## src/rtl/sdcmd_pkg.sv

```systemverilog
// Shared definitions for the CMD-line sequencer: state codes and command
// word bit positions. Assumes a 32-bit command word.
package sdcmd_pkg;

    typedef enum logic [3:0] {
        ST_IDLE     = 4'd0,
        ST_INIT     = 4'd1,
        ST_TX_START = 4'd2,
        ST_TX_DIR   = 4'd3,
        ST_TX_BODY  = 4'd4,
        ST_TX_CRC   = 4'd5,
        ST_TX_END   = 4'd6,
        ST_RX_START = 4'd7,
        ST_RX_IRQ   = 4'd8,
        ST_RX_DIR   = 4'd9,
        ST_RX_IDX   = 4'd10,
        ST_RX_BODY  = 4'd11,
        ST_RX_CRC   = 4'd12,
        ST_RX_END   = 4'd13,
        ST_NCC_WAIT = 4'd14,
        ST_TURN     = 4'd15
    } cmd_state_e;

    localparam int CW_IDX_LSB = 0;
    localparam int CW_IDX_W   = 6;
    localparam int CW_RESP    = 6;
    localparam int CW_LONG    = 7;
    localparam int CW_CHKCRC  = 8;
    localparam int CW_INIT    = 15;
    localparam int CW_GO      = 31;

endpackage

```

## src/rtl/sdcmd_crc7.sv

```systemverilog
// Serial CRC register, MSB-first feed. Generator given by POLY without the
// top term (default x^7+x^3+1). Assumes clr has priority over en and
// shift_out, and that en and shift_out are never both high.
module sdcmd_crc7 #(
    parameter int             W    = 7,
    parameter logic [W-1:0]   POLY = 7'h09
) (
    input  logic         clk,
    input  logic         rst_n,
    input  logic         clr,
    input  logic         en,
    input  logic         shift_out,
    input  logic         din,
    output logic [W-1:0] crc
);
    logic         fb;
    logic [W-1:0] crc_q;

    assign fb  = din ^ crc_q[W-1];
    assign crc = crc_q;

    // Update remainder: clear, absorb one bit, or shift out toward the MSB.
    always_ff @(posedge clk) begin
        if (!rst_n || clr) begin
            crc_q <= '0;
        end else if (en) begin
            crc_q <= {crc_q[W-2:0], 1'b0} ^ (fb ? POLY : '0);
        end else if (shift_out) begin
            crc_q <= {crc_q[W-2:0], 1'b0};
        end
    end


    crc_clear_chk: assert property (@(posedge clk) disable iff (!rst_n)
        clr |=> (crc_q == '0));
endmodule

```

## src/rtl/sdcmd_rx_shreg.sv

```systemverilog
// Reply capture shift register, LSB entry. Holds the last W bits shifted
// in; contents are only meaningful once the whole reply has arrived.
module sdcmd_rx_shreg #(
    parameter int W = 128
) (
    input  logic         clk,
    input  logic         rst_n,
    input  logic         shift_en,
    input  logic         din,
    output logic [W-1:0] q
);
    logic [W-1:0] q_r;
    assign q = q_r;

    // Shift one received bit in per enabled card clock.
    always_ff @(posedge clk) begin
        if (!rst_n) q_r <= '0;
        else if (shift_en) q_r <= {q_r[W-2:0], din};
    end
endmodule

```

## src/rtl/sdcmd_engine.sv

```systemverilog
// CMD-line sequencer: sends one command frame, optionally captures and
// checks a short or long reply, reports state and result. Assumes card_ce
// is a one-system-clock pulse per card clock and that cmd_i is already
// synchronised to clk.
module sdcmd_engine
    import sdcmd_pkg::*;
#(
    parameter int INIT_CLKS = 80,
    parameter int TURN_CLKS = 2,
    parameter int NCC_CLKS  = 8,
    parameter int TMO_W     = 8
) (
    input  logic             clk,
    input  logic             rst_n,
    input  logic             card_ce,
    input  logic [31:0]      cmd_word,
    input  logic [31:0]      cmd_arg,
    input  logic             cmd_start,
    input  logic [TMO_W-1:0] rsp_tmo,
    input  logic             cmd_i,
    output logic             cmd_o,
    output logic             cmd_oe,
    output logic [31:0]      rsp_w0,
    output logic [31:0]      rsp_w1,
    output logic [31:0]      rsp_w2,
    output logic [31:0]      rsp_w3,
    output logic [5:0]       rsp_last_idx,
    output logic [3:0]       fsm_code,
    output logic             cmd_busy,
    output logic             cmd_done,
    output logic             err_resp,
    output logic             err_crc,
    output logic             err_tmo
);
    localparam int ARG_W     = 32;
    localparam int IDX_W     = CW_IDX_W;
    localparam int BODY_BITS = IDX_W + ARG_W;
    localparam int CRC_W     = 7;
    localparam int SHORT_PAY = 32;
    localparam int LONG_PAY  = 120;
    localparam int WORD_W    = 32;
    localparam int NWORDS    = 4;
    localparam int RSP_W     = WORD_W * NWORDS;
    localparam int CNT_MAX   = (INIT_CLKS > LONG_PAY) ? INIT_CLKS : LONG_PAY;
    localparam int CNT_W     = $clog2(CNT_MAX + 1);

    cmd_state_e           state_q;
    logic [CNT_W-1:0]     cnt_q;
    logic [TMO_W-1:0]     tmo_q, cfg_tmo;
    logic [BODY_BITS-1:0] txsh_q;
    logic [IDX_W-1:0]     cfg_idx, rxidx_q, last_idx_q;
    logic                 cfg_resp, cfg_long, cfg_chk, cfg_init;
    logic                 busy_q, done_q, e_resp_q, e_crc_q, e_tmo_q;
    logic                 accept, step, commit;
    logic [CRC_W-1:0]     tx_crc, rx_crc;
    logic [RSP_W-1:0]     rx_q, rx_full;
    logic [WORD_W-1:0]    rsp_q [NWORDS];
    logic                 tx_feed, rx_feed;

    assign accept  = cmd_start && cmd_word[CW_GO] && !busy_q;
    assign step    = card_ce;
    assign commit  = step && (state_q == ST_RX_END);
    assign rx_full = {rx_q[RSP_W-2:0], cmd_i};

    // Pad drive value and enable from the current state.
    always_comb begin
        cmd_o  = 1'b1;
        cmd_oe = 1'b1;
        case (state_q)
            ST_TX_START: cmd_o = 1'b0;
            ST_TX_BODY:  cmd_o = txsh_q[BODY_BITS-1];
            ST_TX_CRC:   cmd_o = tx_crc[CRC_W-1];
            ST_INIT, ST_TX_DIR, ST_TX_END: cmd_o = 1'b1;
            default:     cmd_oe = 1'b0;
        endcase
    end

    assign tx_feed = step && (state_q == ST_TX_START || state_q == ST_TX_DIR ||
                              state_q == ST_TX_BODY);
    assign rx_feed = step && ((state_q == ST_RX_BODY) ||
                     (!cfg_long && ((state_q == ST_RX_START && !cmd_i) ||
                                    state_q == ST_RX_DIR || state_q == ST_RX_IDX)));

    sdcmd_crc7 #(.W(CRC_W)) u_tx_crc (
        .clk(clk), .rst_n(rst_n), .clr(accept), .en(tx_feed),
        .shift_out(step && state_q == ST_TX_CRC), .din(cmd_o), .crc(tx_crc));

    sdcmd_crc7 #(.W(CRC_W)) u_rx_crc (
        .clk(clk), .rst_n(rst_n), .clr(state_q == ST_TURN), .en(rx_feed),
        .shift_out(1'b0), .din(cmd_i), .crc(rx_crc));

    sdcmd_rx_shreg #(.W(RSP_W)) u_rx_sh (
        .clk(clk), .rst_n(rst_n),
        .shift_en(step && (state_q == ST_RX_BODY || state_q == ST_RX_CRC)),
        .din(cmd_i), .q(rx_q));

    // Command sequencer: latch on strobe, advance one step per card clock.
    always_ff @(posedge clk) begin
        if (!rst_n) begin
            state_q  <= ST_IDLE;
            cnt_q    <= '0;
            tmo_q    <= '0;
            txsh_q   <= '0;
            cfg_idx  <= '0;
            cfg_tmo  <= '0;
            {cfg_resp, cfg_long, cfg_chk, cfg_init} <= '0;
            {busy_q, done_q, e_resp_q, e_crc_q, e_tmo_q} <= '0;
            rxidx_q    <= '0;
            last_idx_q <= '0;
        end else begin
            done_q <= 1'b0;
            if (accept) begin
                cfg_idx  <= cmd_word[CW_IDX_LSB +: IDX_W];
                cfg_resp <= cmd_word[CW_RESP];
                cfg_long <= cmd_word[CW_LONG];
                cfg_chk  <= cmd_word[CW_CHKCRC];
                cfg_init <= cmd_word[CW_INIT];
                cfg_tmo  <= rsp_tmo;
                txsh_q   <= {cmd_word[CW_IDX_LSB +: IDX_W], cmd_arg};
                busy_q   <= 1'b1;
                {e_resp_q, e_crc_q, e_tmo_q} <= '0;
            end
            if (step) begin
                case (state_q)
                    ST_IDLE: if (busy_q) begin
                        state_q <= cfg_init ? ST_INIT : ST_TX_START;
                        cnt_q   <= CNT_W'(INIT_CLKS - 1);
                    end
                    ST_INIT: begin
                        if (cnt_q == '0) state_q <= ST_TX_START;
                        else cnt_q <= cnt_q - 1'b1;
                    end
                    ST_TX_START: state_q <= ST_TX_DIR;
                    ST_TX_DIR: begin
                        state_q <= ST_TX_BODY;
                        cnt_q   <= CNT_W'(BODY_BITS - 1);
                    end
                    ST_TX_BODY: begin
                        txsh_q <= {txsh_q[BODY_BITS-2:0], 1'b0};
                        if (cnt_q == '0) begin
                            state_q <= ST_TX_CRC;
                            cnt_q   <= CNT_W'(CRC_W - 1);
                        end else cnt_q <= cnt_q - 1'b1;
                    end
                    ST_TX_CRC: begin
                        if (cnt_q == '0) state_q <= ST_TX_END;
                        else cnt_q <= cnt_q - 1'b1;
                    end
                    ST_TX_END: begin
                        state_q <= cfg_resp ? ST_TURN : ST_NCC_WAIT;
                        cnt_q   <= cfg_resp ? CNT_W'(TURN_CLKS - 1) : CNT_W'(NCC_CLKS - 1);
                    end
                    ST_TURN: begin
                        if (cnt_q == '0) begin
                            state_q <= ST_RX_START;
                            tmo_q   <= cfg_tmo;
                        end else cnt_q <= cnt_q - 1'b1;
                    end
                    ST_RX_START: begin
                        if (!cmd_i) state_q <= ST_RX_DIR;
                        else if (tmo_q <= TMO_W'(1)) begin
                            e_tmo_q <= 1'b1;
                            state_q <= ST_NCC_WAIT;
                            cnt_q   <= CNT_W'(NCC_CLKS - 1);
                        end else tmo_q <= tmo_q - 1'b1;
                    end
                    ST_RX_DIR: begin
                        state_q <= ST_RX_IDX;
                        cnt_q   <= CNT_W'(IDX_W - 1);
                    end
                    ST_RX_IDX: begin
                        rxidx_q <= {rxidx_q[IDX_W-2:0], cmd_i};
                        if (cnt_q == '0) begin
                            state_q <= ST_RX_BODY;
                            cnt_q   <= cfg_long ? CNT_W'(LONG_PAY - 1) : CNT_W'(SHORT_PAY - 1);
                        end else cnt_q <= cnt_q - 1'b1;
                    end
                    ST_RX_BODY: begin
                        if (cnt_q == '0) begin
                            state_q <= ST_RX_CRC;
                            cnt_q   <= CNT_W'(CRC_W - 1);
                        end else cnt_q <= cnt_q - 1'b1;
                    end
                    ST_RX_CRC: begin
                        if (cnt_q == '0) state_q <= ST_RX_END;
                        else cnt_q <= cnt_q - 1'b1;
                    end
                    ST_RX_END: begin
                        e_resp_q   <= !cmd_i || (!cfg_long && rxidx_q != cfg_idx);
                        e_crc_q    <= cfg_chk && (rx_crc != rx_q[CRC_W-1:0]);
                        last_idx_q <= rxidx_q;
                        state_q    <= ST_NCC_WAIT;
                        cnt_q      <= CNT_W'(NCC_CLKS - 1);
                    end
                    ST_NCC_WAIT: begin
                        if (cnt_q == '0) begin
                            state_q <= ST_IDLE;
                            busy_q  <= 1'b0;
                            done_q  <= 1'b1;
                        end else cnt_q <= cnt_q - 1'b1;
                    end
                    default: state_q <= ST_IDLE;
                endcase
            end
        end
    end

    // Response words: a long reply fills every word, a short one only word 0.
    for (genvar g = 0; g < NWORDS; g++) begin : g_rsp
        always_ff @(posedge clk) begin
            if (!rst_n) rsp_q[g] <= '0;
            else if (commit && cfg_long) rsp_q[g] <= rx_full[WORD_W*g +: WORD_W];
            else if (commit && g == 0) rsp_q[g] <= rx_full[CRC_W+1 +: SHORT_PAY];
        end
    end

    assign rsp_w0       = rsp_q[0];
    assign rsp_w1       = rsp_q[1];
    assign rsp_w2       = rsp_q[2];
    assign rsp_w3       = rsp_q[3];
    assign rsp_last_idx = last_idx_q;
    assign fsm_code     = state_q;
    assign cmd_busy     = busy_q;
    assign cmd_done     = done_q;
    assign err_resp     = e_resp_q;
    assign err_crc      = e_crc_q;
    assign err_tmo      = e_tmo_q;


    done_pulse_chk: assert property (@(posedge clk) disable iff (!rst_n)
        cmd_done |=> !cmd_done);

    done_idle_chk: assert property (@(posedge clk) disable iff (!rst_n)
        cmd_done |-> (!cmd_busy && fsm_code == 4'd0));

    tmo_excl_chk: assert property (@(posedge clk) disable iff (!rst_n)
        err_tmo |-> (!err_resp && !err_crc));

    ce_hold_chk: assert property (@(posedge clk) disable iff (!rst_n)
        !card_ce |=> $stable(state_q));

    tx_entry_chk: assert property (@(posedge clk) disable iff (!rst_n)
        (state_q == ST_TX_START && $past(state_q) != ST_TX_START) |->
        ($past(state_q) == ST_IDLE || $past(state_q) == ST_INIT));

    oe_release_chk: assert property (@(posedge clk) disable iff (!rst_n)
        $fell(cmd_oe) |-> (state_q == ST_TURN || state_q == ST_NCC_WAIT));
endmodule

```

## config.mk

```make
export PLATFORM = sky130hd
export DESIGN_NAME = sdcmd_engine
export DESIGN_NICKNAME = d
export VERILOG_FILES = /design/src/rtl/sdcmd_pkg.sv /design/src/rtl/sdcmd_crc7.sv /design/src/rtl/sdcmd_rx_shreg.sv /design/src/rtl/sdcmd_engine.sv
export SDC_FILE = /design/constraint.sdc
export NUM_CORES = 1
export LEC_CHECK = 0
export ABC_AREA = 1
export BUFFER_PORTS_ARGS = -buffer_cell sky130_fd_sc_hd__buf_4
export CORE_MARGIN = 3
export CORE_UTILIZATION = 45
export CTS_BUF_LIST = sky130_fd_sc_hd__clkbuf_16
export CTS_CLUSTER_DIAMETER = 120
export DETAILED_ROUTE_END_ITERATION = 8
export PLACE_DENSITY = 0.74
export SYNTH_ARGS = -nofsm -noshare
export SYNTH_HDL_FRONTEND = slang
export SYNTH_SLANG_ARGS = --single-unit
export TNS_END_PERCENT = 20
```

## constraint.sdc

```tcl
create_clock -name clk -period 29 [get_ports clk]
set_input_delay 5.8 -clock clk [delete_from_list [all_inputs] [get_ports clk]]
set_output_delay 5.8 -clock clk [all_outputs]
set_load 0.01 [all_outputs]
```

==> results.toml, run 1 <==
[global_route]
track_usage = 0.183
grt_max_degree = 153
grt_antenna_before_repair = 0
grt_first_pass_wirelength_mm = 51.9
grt_pass1_vias = 10600
gr-total-overflow = 0

[critical_path]
cpPeakStageDelay_ps = 670
r2r_setup_slack_ps = 25830
crit_slowest_cell = "buf_4"
r2r_cells = 7
r2r_start = "fsm_code[2]"
cp.buffers_inverters = 4
cp_num_cells = 8
crit_type = "input pin to flop"
critPathArrivalTime_ps = 8150
critPathCapture = "rsp_q[0][25]"
critPathMaxFanout = 75
crit_family = "buffers and inverters"
path_cells = "buf_4, inv_1, nor2_4, nand2_4, inv_4, nand2_4, buf_4, o22ai_1"
cp-startpoint = "card_ce"
critPathCaptureType = "flop"
regToRegEndpoint = "rsp_q[2][24]"
crit_required_ps = 29240
start_kind = "input pin"

[sta]
tightestPinTransition_ps = 1210
slew_headroom = 0.191
fmax_ghz = 0.126
finalSetupViolCount = 0
skew_ps = 16.6
rsz0062_at_grt = "no"
fin_crit_sh = 0.273
timing.final.ws_setup_ps = 21090
drv_slew = 0
fin_crit_ps = 7910
timing.setup.tns_ps = 0
timing_hold_violations_final = 0

[outcome]
status = "complete, no violations"

[synthesis]
ys_seq_area_frac = 0.596
synth-edff-count = 128
syn_area_mm2 = 0.0143
synthArstFlopShare = 0
postSynthCellCount = 1570
synth_nets = 1651
synth_cell_types = 43
avgSynthCellArea_um2 = 9.09
ys_ff_latch = 361
synth_flop_cell = "dfxtp_1"
yosys_warnings = 0

[drt]
drc = 0
firstDrtPassIters = 5
wirelength_mm = 31.5
vias_per_cell = 5.10
drtIter0Drc = 807
num_vias = 11000
ant_nets = 0
wire_per_inst_um = 14.6

[placed_design]
place_hpwl_mm = 20.5
place_area_mm2 = 0.0159
gp_congestion = 0.879
io_buffers = 200
place_ws_ps = 20550

[finish]
layout_common_cells = "233 x dfxtp_1, 229 x a21oi_1, 210 x buf_4"
syn2layout_area_growth_pct = 19.9
final_common_cell = "dfxtp_1"
nFillCells = 2754
finalNetCount = 1812
drive_gt1_frac = 0.191
antenna_cells = 0
post-route-util = 0.554
fin_area_mm2 = 0.0171

[cts]
cts_buffers = 39
clock_path_buffers = 3
cts.clk_slew.worst_paths_ps = 60
clk_latency_ps = 540
cts_resized = 0
cts_tree = "built"
holdBufCountCts = 0
h-tree-depth = 2
numClockSinks = 361
post-cts-setup-buffers = 0
cts_root_buf = "clkbuf_16"

[die]
core_mm2 = 0.0309
io_pins = 222
rows = 64
dieArea_mm2 = 0.0339
start_util = 0.462
die_x_um = 184
die_h_um = 184

[power_and_ir_drop]
p_leak_nw = 6.61
power_density_mw_per_mm2 = 74.0
ir_drop_v = 0.0000512

[min_path]
hold_path.class = "flop to flop"

[flow_run]
drv_cap = 0
## cell families (layout without fill, tap and decap cells)
logic type | count (synthesis) | count (layout) | synth area share
AO/OA/AOI/OAI | 492 | 492 | 0.180
XOR/XNOR | 17 | 17 | 0.0104
adder cells (fa/ha/maj) | 4 | 4 | 0.00351
buffers and inverters | 268 | 458 | 0.0793
flip-flops | 361 | 361 | 0.596
AND/OR/NAND/NOR | 428 | 428 | 0.131
## worst min path at each step
stage,startpoint,endpoint,cells after the start
after floorplan,u_rx_sh.q[126],u_rx_sh.q[126],2
after global placement,u_rx_sh.q[126],u_rx_sh.q[126],2
after detailed placement,err_tmo,err_tmo,2
after CTS,txsh_q[15],txsh_q[15],2
after global routing,txsh_q[15],txsh_q[15],2
final,txsh_q[15],txsh_q[15],2
## power by group
group | internal [mW] | switching, mW
Combinational | 0.0783 | 0.137
Sequential | 0.561 | 0.0253
Clock | 0.266 | 0.201
## area by class of cell
cell class / instances / area (µm²) / share of cell area
clock inverter: 31 / 229 / 0.0134
timing repair buffer: 210 / 1580 / 0.0921
multi-input combinational: 941 / 4670 / 0.273
sequential: 361 / 8510 / 0.497
clock buffer: 39 / 976 / 0.0570
tap: 396 / 495 / 0.0289
inverter: 178 / 671 / 0.0392
## Yosys cell counts, types with 7 or more instances
master	n	area (µm²)
a21oi_1	229	1150
buf_2	33	165
buf_6	9	101
clkbuf_1	44	165
dfxtp_1	233	4660
edfxtp_1	128	3840
inv_1	167	627
inv_2	8	30.0
nand2_1	162	608
nand2_2	7	43.8
nand3_1	38	190
nor2_1	154	578
nor2_2	43	269
nor3_1	7	35.0
o21ai_0	185	926
o21ai_1	33	165
o22ai_1	31	194
xnor2_1	7	61.3
xor2_1	10	87.6
## metrics by stage
step | power, mW | hold slack (ps) | instances
6_report | 1.27 | 456 | 2156
5_1_grt | 1.34 | 465 | 2156
2_1_floorplan | 0.747 | 430 | 1570
4_1_cts | 1.28 | 458 | 2156
3_5_place_dp | 0.810 | 444 | 2086
3_3_place_gp | 0.805 | 441 | 2086
## sequential cells by signal, indices dropped and copies added (netlist names), 7 cells and up
signal / flops
u_tx_crc.crc: 7
txsh_q: 38
rsp_q: 128
tmo_q: 8
cnt_q: 7
cfg_tmo: 8
u_rx_sh.q: 127
u_rx_crc.crc: 7
## metal layers
layer	global-route usage	share of wire	wire (µm)
met1	0.250	0.45	14300
met5	0	0	0
met2	0.294	0.45	14200
met3	0.0397	0.073	2300
met4	0.0547	0.021	662
## worst min-delay path, delay by kind of cell, from the launching register on
family,cells,cell delay (ps)
compound gates,1,50
flops,1,300
simple gates,1,60
No activity file was read; power rests on OpenSTA's default activity.
==> run 2, diff against run 1 <==
- clock period: 29 -> 8.1 ns (I/O delays scaled with it)
==> results.toml, run 2 (synthesis results as in run 1) <==
[critical_path]
cp.buffers_inverters = 4
critPathArrivalTime_ps = 4080
crit_family = "buffers and inverters"
critPathMaxFanout = 79
crit_top_cell = "buf_4"
path_cells = "buf_4, buf_4, nand2_4, inv_4, nand2_4, buf_4, o22ai_1"
crit_slowest_cell = "buf_4"
r2r_start = "fsm_code[2]"
crit_required_ps = 8310
start_kind = "input pin"
crit_type = "input pin to flop"
cpPeakStageDelay_ps = 710
critPathCaptureType = "flop"
cp-startpoint = "rst_n"

[global_route]
grt_pass1_vias = 10600
grt_antenna_before_repair = 0
gr-total-overflow = 0
track_usage = 0.182
grt_first_pass_wirelength_mm = 51.8
grt_max_degree = 161

[sta]
skew_ps = 19.6
fin_crit_sh = 0.478
timing.final.ws_setup_ps = 4230
finalSetupViolCount = 0
rsz0062_at_grt = "no"
timing_hold_violations_final = 0
tightestPinTransition_ps = 1230
fin_crit_ps = 3870
slew_headroom = 0.182
timing.setup.tns_ps = 0
drv_slew = 0
fmax_ghz = 0.258

[cts]
numClockSinks = 361
cts.clk_slew.worst_paths_ps = 50
clock_path_buffers = 3
holdBufCountCts = 0
cts_resized = 0
cts_tree = "built"
post-cts-setup-buffers = 0
cts_buffers = 39
cts_root_buf = "clkbuf_16"
h-tree-depth = 2
clk_latency_ps = 520

[power_and_ir_drop]
internal_power_mw = 3.20
pwr-share-clk = 0.360
power_density_mw_per_mm2 = 262
ir_drop_v = 0.000198
p_leak_nw = 6.61
p_sw_frac = 0.285
seqPwrFrac = 0.469
p_switching_mw = 1.28
power_frac_comb = 0.172

[finish]
largest_reg_flops = 128
antenna_cells = 0
final_common_cell = "dfxtp_1"
drive_gt1_frac = 0.192
layout_common_cells = "233 x dfxtp_1, 229 x a21oi_1, 210 x buf_4"
finalNetCount = 1812
syn2layout_area_growth_pct = 19.7
largest_register = "rsp_q"

[placed_design]
gp_congestion = 0.856
io_buffers = 200
place_ws_ps = 3710
place_hpwl_mm = 20.4

[die]
start_util = 0.462
io_pins = 222
die_h_um = 184
rows = 64
die_x_um = 184
dieArea_mm2 = 0.0339
core_mm2 = 0.0309

[drt]
firstDrtPassIters = 5
drc = 0
vias_per_cell = 5.14
drtIter0Drc = 897
ant_nets = 0
wirelength_mm = 31.4
num_vias = 11100
wire_per_inst_um = 14.6

[flow_run]
drv_cap = 0

[min_path]
min_from = "txsh_q[19]"
hold_path.class = "flop to flop"

[outcome]
status = "complete, no violations"
-- run 2: cell types whose count changed in the layout (fill, tap and decap cells not counted), sizes merged --
cell | before | now
clkinv | 13 | 17
clkinvlp | 2 | 0
inv | 192 | 191
bufinv | 2 | 1
-- run 2: path summary, 6_finish.rpt --
path	to	slack (ps)	depth (start not counted)
worst min register to register	txsh_q[19]	460	2
worst min-delay path	txsh_q[19]	460	2
worst max-delay path	rsp_q[0][24]	4230	7
worst max register to register	rsp_q[2][16]	4950	7
-- run 2: routing by layer --
| layer | wire (µm) | vias up | track usage | part of all wire |
|---|---|---|---|---|
| li1 | - | 5561 | - | - |
| met1 | 14300 | 5102 | 0.249 | 0.46 |
| met2 | 14300 | 347 | 0.295 | 0.46 |
| met3 | 2190 | 62 | 0.0420 | 0.070 |
| met4 | 596 | 0 | 0.0448 | 0.019 |
| met5 | 0 | - | 0 | 0 |
-- run 2: worst min-delay path, stage by stage, from the launching register on --
cell     delay, ps
dfxtp_1        300
nand2_1         60
a21oi_1         50
-- run 2: through the flow --
step	hold slack, ps	instances	area, µm²	power (mW)	utilization
floorplan	430	1570	14300	2.67	-
global placement	440	2086	15900	2.88	0.515
detailed placement	438	2086	15900	2.90	0.515
CTS	460	2156	17100	4.52	0.553
global route	473	2156	17100	4.73	0.553
finish	458	2156	17100	4.48	0.553
-- run 2: power groups by stage --
stage / combinational (mW) / clock [mW] / sequential (mW)
floorplan: 0.546 / 0 / 2.13
global placement: 0.752 / 0 / 2.13
detailed placement: 0.765 / 0 / 2.14
CTS: 0.771 / 1.65 / 2.10
global route: 0.881 / 1.73 / 2.12
finish: 0.768 / 1.61 / 2.10
-- run 2: area by class of cell --
class,count,area (µm²)
fill,2740,13800
sequential,361,8510
multi-input combinational,941,4670
timing repair buffer,210,1580
clock buffer,39,976
inverter,178,671
tap,396,495
clock inverter,31,190
==> run 3, diff against run 2 <==
- PLACE_DENSITY: 0.74 -> 0.76
- clock period: 8.1 -> 3.2 ns (I/O delays scaled with it)
==> results.toml, run 3 (synthesis results as in run 1) <==
[outcome]
status = "complete, no violations"

[power_and_ir_drop]
power_density_mw_per_mm2 = 667
ir_drop_v = 0.000525
p_leak_nw = 6.69

[finish]
largest_register = "rsp_q"
final_common_cell = "dfxtp_1"
antenna_cells = 0
nFillCells = 2681
seq_area_mm2 = 0.00851
layout.cells.non_filler = 2167
drive_gt1_frac = 0.198
fin_area_mm2 = 0.0173
multi_input_area_mm2 = 0.00467
syn2layout_area_growth_pct = 21.1
largest_reg_flops = 128
finalNetCount = 1822
layout_common_cells = "233 x dfxtp_1, 229 x a21oi_1, 215 x buf_4"

[critical_path]
critPathMaxFanout = 8
critPathCaptureType = "primary output"
crit_type = "flop to primary output"
start_kind = "flop"
critPathArrivalTime_ps = 1980
crit_required_ps = 2560

[cts]
cts_tree = "built"
holdBufCountCts = 0
h-tree-depth = 2
clk_latency_ps = 530
cts.clk_slew.worst_paths_ps = 60
numClockSinks = 361
clock_path_buffers = 3
post-cts-setup-buffers = 0
cts_buffers = 39
cts_resized = 0
cts_root_buf = "clkbuf_16"

[drt]
drtIter0Drc = 699
wire_per_inst_um = 14.4
wl_met3_mm = 2.14
wirelength_mm = 31.2
num_vias = 11000
ant_nets = 0
vias_per_cell = 5.10
firstDrtPassIters = 6
met2_wirelength_mm = 14.3
drc = 0
routed.top_layer = "met4"
wl_met1_mm = 14.3

[die]
core_mm2 = 0.0309
start_util = 0.462
dieArea_mm2 = 0.0339
die_x_um = 184
io_pins = 222
die_h_um = 184
rows = 64

[sta]
timing.final.ws_setup_ps = 584
fin_crit_ps = 2620
tightestPinTransition_ps = 893
rsz0062_at_grt = "no"
fmax_ghz = 0.382
skew_ps = 21.0
finalSetupViolCount = 0
drv_slew = 0
timing_hold_violations_final = 0
fin_crit_sh = 0.818
slew_headroom = 0.404
timing.setup.tns_ps = 0
hold_slack_ps = 324

[global_route]
track_usage = 0.179
gr-total-overflow = 0
grt_pass1_vias = 10300
grt_antenna_before_repair = 0
grt_first_pass_wirelength_mm = 50.6
grt_max_degree = 140

[placed_design]
place_ws_ps = 647
place_area_mm2 = 0.0161
gp_congestion = 0.881
dp_cells = 2096
place_hpwl_mm = 20.6
io_buffers = 200

[min_path]
hold_path.class = "input pin to flop"

[flow_run]
drv_cap = 0
-- run 3: layer usage --
| layer | track usage | vias up |
|---|---|---|
| li1 | - | 5596 |
| met1 | 0.247 | 5088 |
| met2 | 0.291 | 328 |
| met3 | 0.0405 | 37 |
| met4 | 0.0417 | 0 |
| met5 | 0 | - |
-- run 3: worst paths after layout --
path                                   start           to  slack [ps]  depth (start not counted)
worst max-delay path             fsm_code[1]       cmd_oe         580                          5
worst min-delay path            cmd_word[15]     cfg_init         320                          3
worst max register to register   fsm_code[0]  rsp_q[3][0]         820                          7
worst min register to register    txsh_q[20]   txsh_q[20]         460                          2
-- run 3: metrics by stage --
| stage | total power [mW] | utilization |
|---|---|---|
| final | 11.5 | 0.560 |
| after global routing | 12.2 | 0.560 |
| after CTS | 11.7 | 0.560 |
| after detailed placement | 7.35 | 0.520 |
| after global placement | 7.30 | 0.520 |
| after floorplan | 6.76 | - |
-- run 3: final cells by class --
type,count,area share
Inverter,178,0.0388
Sequential cell,361,0.492
Tap cell,396,0.0286
Multi-Input combinational cell,941,0.270
Timing Repair Buffer,220,0.0991
Clock inverter,32,0.0151
Clock buffer,39,0.0564
-- run 3: where the power goes --
group          switching [mW]  leakage [nW]  internal, mW  total, mW
clock                    1.79         0.632          2.48       4.27
combinational            1.26          2.85         0.726       1.98
sequential              0.205          3.21          5.08       5.29
total                    3.25          6.69          8.29       11.5
-- run 3: critical path: stages, from the launching register on --
cell and delay [ps]:
dfxtp_1 540, nand2_1 180, nor2_1 280, inv_1 120
o211ai_1 150, buf_4 180
